$ cat src/rtl/shift_seq_fifo_pkg.sv
package shift_seq_fifo_pkg;
  typedef enum logic [1:0] {
    OP_IDLE = 2'b00,
    OP_POP  = 2'b01,
    OP_PUSH = 2'b10,
    OP_BOTH = 2'b11
  } fifo_op_e;

  function automatic fifo_op_e op_of(input logic do_push, input logic do_pop);
    return fifo_op_e'({do_push, do_pop});
  endfunction
endpackage

$ cat src/rtl/seq_addr_reg.sv
module seq_addr_reg #(
  parameter int          AW          = 4,
  parameter logic [AW-1:0] TAPS      = 4'b1100,
  parameter int          START_STEPS = 0
) (
  input  logic          clk,
  input  logic          rst,
  input  logic          step,
  output logic [AW-1:0] cur,
  output logic [AW-1:0] nxt,
  output logic [AW-1:0] prv
);
  function automatic logic [AW-1:0] f_fwd(input logic [AW-1:0] s);
    logic fb;
    fb = (^(s & TAPS)) ^ (s[AW-2:0] == '0);
    return {s[AW-2:0], fb};
  endfunction

  function automatic logic [AW-1:0] f_back(input logic [AW-1:0] s);
    logic top;
    top = s[0] ^ (^(s[AW-1:1] & TAPS[AW-2:0])) ^ (s[AW-1:1] == '0);
    return {top, s[AW-1:1]};
  endfunction

  function automatic logic [AW-1:0] f_walk(input int n);
    logic [AW-1:0] s;
    s = '0;
    for (int i = 0; i < n; i++) s = f_fwd(s);
    return s;
  endfunction

  localparam logic [AW-1:0] SEED = f_walk(START_STEPS);

  always_ff @(posedge clk) begin
    if (rst)       cur <= SEED;
    else if (step) cur <= nxt;
  end

  always_comb nxt = f_fwd(cur);
  always_comb prv = f_back(cur);

  // forward and backward neighbours agree across a step
  assert_step_back_R2: assert property (@(posedge clk) disable iff (rst)
    step |=> prv == $past(cur));
  assert_hold_R2: assert property (@(posedge clk) disable iff (rst)
    !step |=> $stable(cur));
endmodule

$ cat src/rtl/slot_store.sv
module slot_store #(
  parameter int AW = 4,
  parameter int DW = 8
) (
  input  logic          clk,
  input  logic          rst,
  input  logic          we,
  input  logic [AW-1:0] waddr,
  input  logic [DW-1:0] wdata,
  input  logic          re,
  input  logic [AW-1:0] raddr,
  output logic [DW-1:0] rdata
);
  localparam int DEPTH = 1 << AW;

  logic [DW-1:0] slots [DEPTH];

  for (genvar e = 0; e < DEPTH; e++) begin : g_slot
    logic [DW-1:0] slot_q;
    always_ff @(posedge clk) begin
      if (we && waddr == AW'(e)) slot_q <= wdata;
    end
    assign slots[e] = slot_q;
  end

  always_ff @(posedge clk) begin
    if (rst)     rdata <= '0;
    else if (re) rdata <= slots[raddr];
  end

  // output register moves only on an accepted pop
  assert_rdata_hold_R10: assert property (@(posedge clk) disable iff (rst)
    !re |=> $stable(rdata));
endmodule

$ cat src/rtl/cmp_flag_ctl.sv
module cmp_flag_ctl
  import shift_seq_fifo_pkg::*;
#(
  parameter int AW = 4
) (
  input  logic          clk,
  input  logic          rst,
  input  logic          push,
  input  logic          pop,
  input  logic [AW-1:0] wr_cur,
  input  logic [AW-1:0] wr_nxt,
  input  logic [AW-1:0] wr_prv,
  input  logic [AW-1:0] rd_cur,
  input  logic [AW-1:0] rdh_cur,
  output logic          empty,
  output logic          full,
  output logic          half,
  output logic          push_ok,
  output logic          pop_ok
);
  fifo_op_e op;
  logic     hits_full, hits_empty, hits_half_up, hits_half_dn;

  always_comb begin
    push_ok      = push && !full;
    pop_ok       = pop && !empty;
    op           = op_of(push_ok, pop_ok);
    hits_full    = (wr_nxt == rd_cur);
    hits_empty   = (wr_prv == rd_cur);
    hits_half_up = (wr_nxt == rdh_cur);
    hits_half_dn = (wr_cur == rdh_cur);
  end

  always_ff @(posedge clk) begin
    if (rst) begin
      empty <= 1'b1;
      full  <= 1'b0;
      half  <= 1'b0;
    end else begin
      unique case (op)
        OP_PUSH: begin
          empty <= 1'b0;
          if (hits_full)    full <= 1'b1;
          if (hits_half_up) half <= 1'b1;
        end
        OP_POP: begin
          full <= 1'b0;
          if (hits_empty)   empty <= 1'b1;
          if (hits_half_dn) half  <= 1'b0;
        end
        default: ;
      endcase
    end
  end

  assert_flags_exclusive_R5: assert property (@(posedge clk) disable iff (rst)
    !(empty && full));
  assert_full_half_R6: assert property (@(posedge clk) disable iff (rst)
    full |-> half);
  assert_empty_not_half_R6: assert property (@(posedge clk) disable iff (rst)
    empty |-> !half);
  assert_push_clears_empty_R4: assert property (@(posedge clk) disable iff (rst)
    push_ok |=> !empty);
  assert_pop_clears_full_R5: assert property (@(posedge clk) disable iff (rst)
    (pop_ok && !push_ok) |=> !full);
  assert_both_keep_R9: assert property (@(posedge clk) disable iff (rst)
    (push_ok && pop_ok) |=> ($stable(empty) && $stable(full) && $stable(half)));
endmodule

$ cat src/rtl/shift_seq_fifo.sv
module shift_seq_fifo #(
  parameter int             AW   = 4,
  parameter int             DW   = 8,
  parameter logic [AW-1:0]  TAPS = 4'b1100
) (
  input  logic          clk,
  input  logic          rst,
  input  logic          push,
  input  logic [DW-1:0] wr_data,
  input  logic          pop,
  output logic [DW-1:0] rd_data,
  output logic          empty,
  output logic          full,
  output logic          half_full
);
  localparam int DEPTH = 1 << AW;
  localparam int HALF  = DEPTH / 2;

  logic          push_ok, pop_ok;
  logic [AW-1:0] wr_cur, wr_nxt, wr_prv;
  logic [AW-1:0] rd_cur, rd_nxt, rd_prv;
  logic [AW-1:0] rdh_cur, rdh_nxt, rdh_prv;

  seq_addr_reg #(.AW(AW), .TAPS(TAPS), .START_STEPS(0)) u_wr (
    .clk(clk), .rst(rst), .step(push_ok),
    .cur(wr_cur), .nxt(wr_nxt), .prv(wr_prv));

  seq_addr_reg #(.AW(AW), .TAPS(TAPS), .START_STEPS(0)) u_rd (
    .clk(clk), .rst(rst), .step(pop_ok),
    .cur(rd_cur), .nxt(rd_nxt), .prv(rd_prv));

  seq_addr_reg #(.AW(AW), .TAPS(TAPS), .START_STEPS(HALF)) u_rdh (
    .clk(clk), .rst(rst), .step(pop_ok),
    .cur(rdh_cur), .nxt(rdh_nxt), .prv(rdh_prv));

  cmp_flag_ctl #(.AW(AW)) u_flags (
    .clk(clk), .rst(rst), .push(push), .pop(pop),
    .wr_cur(wr_cur), .wr_nxt(wr_nxt), .wr_prv(wr_prv),
    .rd_cur(rd_cur), .rdh_cur(rdh_cur),
    .empty(empty), .full(full), .half(half_full),
    .push_ok(push_ok), .pop_ok(pop_ok));

  slot_store #(.AW(AW), .DW(DW)) u_store (
    .clk(clk), .rst(rst),
    .we(push_ok), .waddr(wr_cur), .wdata(wr_data),
    .re(pop_ok), .raddr(rd_cur), .rdata(rd_data));

  assert_no_overflow_R7: assert property (@(posedge clk) disable iff (rst)
    (push && full && !pop) |=> $stable(wr_cur));
  assert_no_underflow_R8: assert property (@(posedge clk) disable iff (rst)
    (pop && empty && !push) |=> ($stable(rd_data) && $stable(rd_cur) && empty));
  assert_rd_step_R2: assert property (@(posedge clk) disable iff (rst)
    pop_ok |=> (rd_cur == $past(rd_nxt) && rd_prv == $past(rd_cur)));
  assert_half_track_R6: assert property (@(posedge clk) disable iff (rst)
    pop_ok |=> (rdh_cur == $past(rdh_nxt) && rdh_prv == $past(rdh_cur)));
endmodule

$ cat config.mk
export PLATFORM = sky130hd
export DESIGN_NAME = shift_seq_fifo
export DESIGN_NICKNAME = d
export VERILOG_FILES = /design/src/rtl/shift_seq_fifo_pkg.sv /design/src/rtl/seq_addr_reg.sv /design/src/rtl/slot_store.sv /design/src/rtl/cmp_flag_ctl.sv /design/src/rtl/shift_seq_fifo.sv
export SDC_FILE = /design/constraint.sdc
export NUM_CORES = 1
export LEC_CHECK = 0
export BUFFER_PORTS_ARGS = -buffer_cell sky130_fd_sc_hd__buf_4
export CAP_MARGIN = 25
export CORE_MARGIN = 5
export CORE_UTILIZATION = 60
export CTS_BUF_LIST = sky130_fd_sc_hd__clkbuf_16
export DETAILED_ROUTE_END_ITERATION = 7
export PLACE_DENSITY_LB_ADDON = 0.2
export SYNTH_ARGS = -nofsm -noshare
export SYNTH_HDL_FRONTEND = slang
export SYNTH_HIERARCHICAL = 1
export SYNTH_SLANG_ARGS = --single-unit
$ cat constraint.sdc
create_clock -name clk -period 3.2 [get_ports clk]
set_input_delay 0.16 -clock clk [delete_from_list [all_inputs] [get_ports clk]]
set_output_delay 0.16 -clock clk [all_outputs]
set_load 0.01 [all_outputs]
==> run metrics, run 1 <==
worst-path cell chain=nand2b_1 > inv_1 > or3b_2 > nor2_1; Sw Share=21.2%; # rows=37; drc violations=0; Ys Warns=6; final setup fails=0; H-tree levels=4; Vias/cell=5.92; post-CTS sizing=0; Pins Over Slew Limit=0; placed wire-length estimate=7760 µm; P_sw=0.948 mW; Mean Syn Cell Area=15.1 µm²; antenna violations before repair=0; IO Pins=23; clock buffer depth=2; TritonRoute pass-1 iters=5; starting density of the core=61.1%; Worst-Margin Slew=0.882 ns; unrepaired setup endpoints after global routing=false; Leakage=2.31 nW; P&R area growth vs syn=12.6%; Flop pwr share=50.0%; Die Y-Extent=112 µm; gr ovfl total=0; Skew-Pair Late Insertion Delay=0.41 ns; critical path type=reg -> reg; status=finished clean; cts hold-fix bufs=0; Starting DRT DRC Count=314; placed insts=559; Worst path slowest cell=or3b_2; Final Hold Violating Endpoints=0; Setup TNS=0 ns; layout cell share with drive strength beyond 1=14.5%; max cap viols=0; CTS sink count=151; Pint=3.51 mW; # diodes=0; crit start category=flip-flop; GP Congestion=0.773; Worst Hold Class=in -> reg; Worst EP arrival=2.28 ns; via count=3499; largest net degree at the start of global routing=41; mapped cell area=0.00628 mm²; max incr delay on CP=0.55 ns; max_slew headroom=41.0%; CTS tree=yes; Finished Core Util=68.7%; gr usage total=20.3%; postcts setup bufs=0; die area=0.0126 mm²; Routed Antenna Nets=0; syn_nets=430; Power Density=631 mW/mm²; VDD IR max=0.342 mV; Critical Path Fanout Max=11; Total Routed Length=12400 µm; Clock Skew=0.00684 ns; Die W=112 µm; Core Box Area=0.0103 mm²; Finished Layout Cells=591; Tmin final=2.23 ns; Logic pwr share=6.2%; Clock power frac=43.8%; Num CTS Buffers=17; first-pass GRT wire length=19300 µm; final worst-path cycle share=69.8%; Tot Pwr=4.46 mW; number of global-route vias before repair=3544; Nets=456; I/O Buffers=22; Clock Tree Root=clkbuf_16; Worst setup EP type=flip-flop; clock-pin slew on the worst setup and hold paths=0.06 ns; Req. time, crit path=3.24 ns; maximum clock rate=448 MHz; Fill cells=716; Mapped Cells=416; drt wl/cell=21.0 µm
critical path: cells and delay by family (launching register included):
kind | cells | cell delay (ns)
and+or+nand+nor | 3 | 1.26
DFF | 1 | 0.32
buffers and inverters | 1 | 0.28
per-layer routing:
metal,vias to the layer above,share of wire (%),GRT usage (%)
met2,115,49,32.9
met1,1747,44,27.7
met3,11,5.5,4.58
li1,1626,-,-
met5,-,0,0
met4,0,1.1,6.33
final timing paths:
check | start | end | slack (ns) | depth (start not counted)
hold reg to reg | u_store/rdata[3] | u_store/rdata[3] | 0.46 | 2
hold / removal | rst | u_rdh/cur[0] | 0.06 | 2
setup / recovery | u_flags/full | u_store/g_slot[2].slot_q[3] | 0.97 | 4
setup reg to reg | u_flags/full | u_store/g_slot[2].slot_q[3] | 0.97 | 4
layout by cell type (no fill, tap or decap), types with 2 or more instances in the layout:
| master | count |
|---|---|
| a31oi_1 | 2 |
| a21oi_1 | 11 |
| edfxtp_1 | 128 |
| nor3_1 | 5 |
| clkinvlp_4 | 4 |
| a22oi_1 | 24 |
| xnor2_1 | 6 |
| nand3b_1 | 7 |
| o21bai_1 | 3 |
| buf_4 | 29 |
| xor2_1 | 12 |
| clkbuf_16 | 17 |
| dfxtp_1 | 22 |
| nor2_1 | 23 |
| clkinv_1 | 3 |
| a21oi_2 | 4 |
| nand2_1 | 18 |
| mux2i_1 | 71 |
| nand2b_1 | 8 |
| nand3_1 | 25 |
| inv_1 | 4 |
| ha_1 | 2 |
| nor2b_1 | 5 |
| a21o_1 | 3 |
| bufinv_16 | 3 |
cell type report:
cell class / count / area [µm²] / area share [%]
flip-flops and latches: 151 / 4310 / 61.0
multi-input cells: 240 / 1750 / 24.8
clock buffers: 17 / 425 / 6.02
repair buffers: 30 / 238 / 3.37
well taps: 136 / 170 / 2.41
clock inverters: 15 / 161 / 2.28
inverters: 2 / 7.51 / 0.106
power groups by stage:
stage | Clock (mW) | Combinational, mW | Sequential (mW)
final | 1.95 | 0.277 | 2.23
after detailed placement | 0 | 0.274 | 2.27
after floorplan | 0 | 0.176 | 2.27
after global placement | 0 | 0.269 | 2.27
after CTS | 1.97 | 0.277 | 2.23
after global routing | 2.06 | 0.303 | 2.24
sequential cells by signal, summed over array words and instances (netlist names):
| name | count |
|---|---|
| u_rdh/cur | 4 |
| u_flags/empty | 1 |
| u_rd/cur | 4 |
| u_flags/half | 1 |
| u_flags/full | 1 |
| u_wr/cur | 4 |
| u_store/rdata | 8 |
| u_store/g_slot.slot_q | 128 |
metrics by stage:
step | setup slack (ns) | cell area (µm²) | hold slack (ns)
finish | 0.966 | 7060 | 0.0601
global route | 0.794 | 7060 | 0.0720
CTS | 0.986 | 7060 | 0.0507
detailed placement | 1.01 | 6480 | 0.448
global placement | 1.05 | 6480 | 0.439
floorplan | 1.09 | 6280 | 0.222
(Power assumes the default switching activity.)
==> inputs of run 2 (changes only) <==
==> constraint.sdc (replaced) <==
create_clock -name clk -period 2.2 [get_ports clk]
set_input_delay 0.11 -clock clk [delete_from_list [all_inputs] [get_ports clk]]
set_output_delay 0.11 -clock clk [all_outputs]
set_load 0.01 [all_outputs]
==> run 2 against run 1 <==
Net effect:
- combinational power rose by 64%
- worst setup slack got worse by 0.61 ns
- non-clock buffer count increased by 27
- sequential share of layout area shrank 1.9 points
- worst hold slack worse by 0.040 ns
- die area is the same
- wire length increased by 1.4%
- register-to-register slack got worse by 0.61 ns
- cell area increased by 3.2%
- largest cell class unchanged
==> run metrics, run 2 (synthesis gave the netlist of run 1 again) <==
max reg flops=128; GP Congestion=0.803; crit start category=flip-flop; Skew-Pair Late Insertion Delay=0.43 ns; Routed Antenna Nets=0; Finished Core Util=70.9%; Starting DRT DRC Count=332; status=finished clean; Worst setup EP type=flip-flop; Clock power frac=44.1%; P_sw=1.50 mW; max incr delay on CP=0.38 ns; first-pass GRT wire length=20000 µm; Req. time, crit path=2.56 ns; Worst Hold Class=in -> reg; via count=3609; drt wl/cell=20.3 µm; CTS sink count=151; Sw Share=22.9%; VDD IR max=0.464 mV; CTS tree=yes; Critical Path Fanout Max=2; unrepaired setup endpoints after global routing=false; # diodes=0; Finished Layout Cells=618; Setup crit start=u_wr/cur[1]; Flop pwr share=49.0%; kind of cell adding the most delay to the critical path=compound AO/OA/AOI/OAI gates; clock-pin slew on the worst setup and hold paths=0.07 ns; critical path type=reg -> reg; drc violations=0; gr ovfl total=0; Pins Over Slew Limit=0; number of global-route vias before repair=3628; Setup TNS=0 ns; max_slew headroom=52.3%; TritonRoute pass-1 iters=5; Pint=5.06 mW; gr usage total=21.2%; CP bufs+invs=0; Die Y-Extent=112 µm; antenna violations before repair=0; r2r setup slk=0.35 ns; Core Box Area=0.0103 mm²; Logic pwr share=6.9%; most numerous cell on the critical path=xor2_1; Total Routed Length=12600 µm; # rows=37; Final Hold Violating Endpoints=0; I/O Buffers=22; Clock Skew=0.0124 ns; Vias/cell=5.84; CP Capture Point=u_flags/half; commonest non-fill, non-tap cell in the layout=edfxtp_1; placed wire-length estimate=7980 µm; Num CTS Buffers=17; most frequent cells in the layout=128 x edfxtp_1, 71 x mux2i_1, 54 x buf_4; Leakage=2.46 nW; worst-path cell chain=o21bai_1 > xor2_1 > xor2_1 > o41a_1 > or3_1 > a21oi_1; clock buffer depth=2; starting density of the core=61.1%; largest net degree at the start of global routing=28; die area=0.0126 mm²; max cap viols=0; Worst path slowest cell=o41a_1; Most flops, register=u_store/g_slot.slot_q; Power Density=901 mW/mm²; layout cell share with drive strength beyond 1=20.1%; final worst-path cycle share=84.0%; final setup fails=0; P&R area growth vs syn=16.1%; R2R cell count=6; Worst-Margin Slew=0.714 ns; Nets=483; largest registers=u_store/g_slot.slot_q x128, u_store/rdata x8; Worst EP arrival=2.20 ns; maximum clock rate=541 MHz; FF-to-FF Start=u_wr/cur[1]; FF-to-FF End=u_flags/half; Tmin final=1.85 ns; placed insts=585; IO Pins=23; Levels on crit path=6; H-tree levels=4; Clock Tree Root=clkbuf_16; Fill cells=691; Die W=112 µm
## run 2: metal layers
metal  wire [µm]  up-vias  GRT usage, %
met3         805       26          5.93
met5           0        -             0
met4         308        0          8.01
met2        6080      121          32.8
met1        5380     1773          28.9
li1            -     1689             -
## run 2: area by class of cell
cell class              count  area [µm²]  area share [%]
clock buffers              17         425            5.84
clock inverters            15         168            2.30
inverters                   2        7.51           0.103
multi-input cells         240        1750            24.1
flip-flops and latches    151        4310            59.1
well taps                 136         170            2.33
repair buffers             57         455            6.25
## run 2: per-stage QoR
stage | power (mW) | hold WS, ns | setup WS, ns | area (µm²)
after detailed placement | 3.73 | 0.434 | 0.392 | 6690
after CTS | 6.59 | 0.00655 | 0.356 | 7290
after global placement | 3.71 | 0.426 | 0.441 | 6690
final | 6.56 | 0.0197 | 0.352 | 7290
after floorplan | 3.55 | 0.172 | 0.0889 | 6280
after global routing | 6.78 | 0.0229 | 0.202 | 7290
## run 2: repair_timing
action | CTS | global route
hold endpoints to repair | 3 | 0
hold buffers | 1 | 0
gates resized for setup | 0 | 0
setup endpoints to repair | 0 | 0
buffers inserted | 0 | 0
## run 2: worst min path at each step
stage | start | to | slack (ns) | cells past startpoint
2_1_floorplan | rst | u_rd/cur[0] | 0.17 | 1
3_3_place_gp | rst | u_rdh/cur[0] | 0.43 | 2
3_5_place_dp | rst | u_rd/cur[0] | 0.43 | 2
4_1_cts | wr_data[5] | u_store/g_slot[14].slot_q[5] | 0.007 | 1
5_1_grt | wr_data[5] | u_store/g_slot[14].slot_q[5] | 0.02 | 1
6_report | wr_data[6] | u_store/g_slot[0].slot_q[6] | 0.02 | 1
## run 2: power groups by stage
stage / logic (mW) / clock network, mW / registers, mW
after floorplan: 0.255 / 0 / 3.30
after global placement: 0.439 / 0 / 3.27
after detailed placement: 0.449 / 0 / 3.28
after CTS: 0.455 / 2.92 / 3.22
after global routing: 0.496 / 3.06 / 3.22
final: 0.453 / 2.89 / 3.22
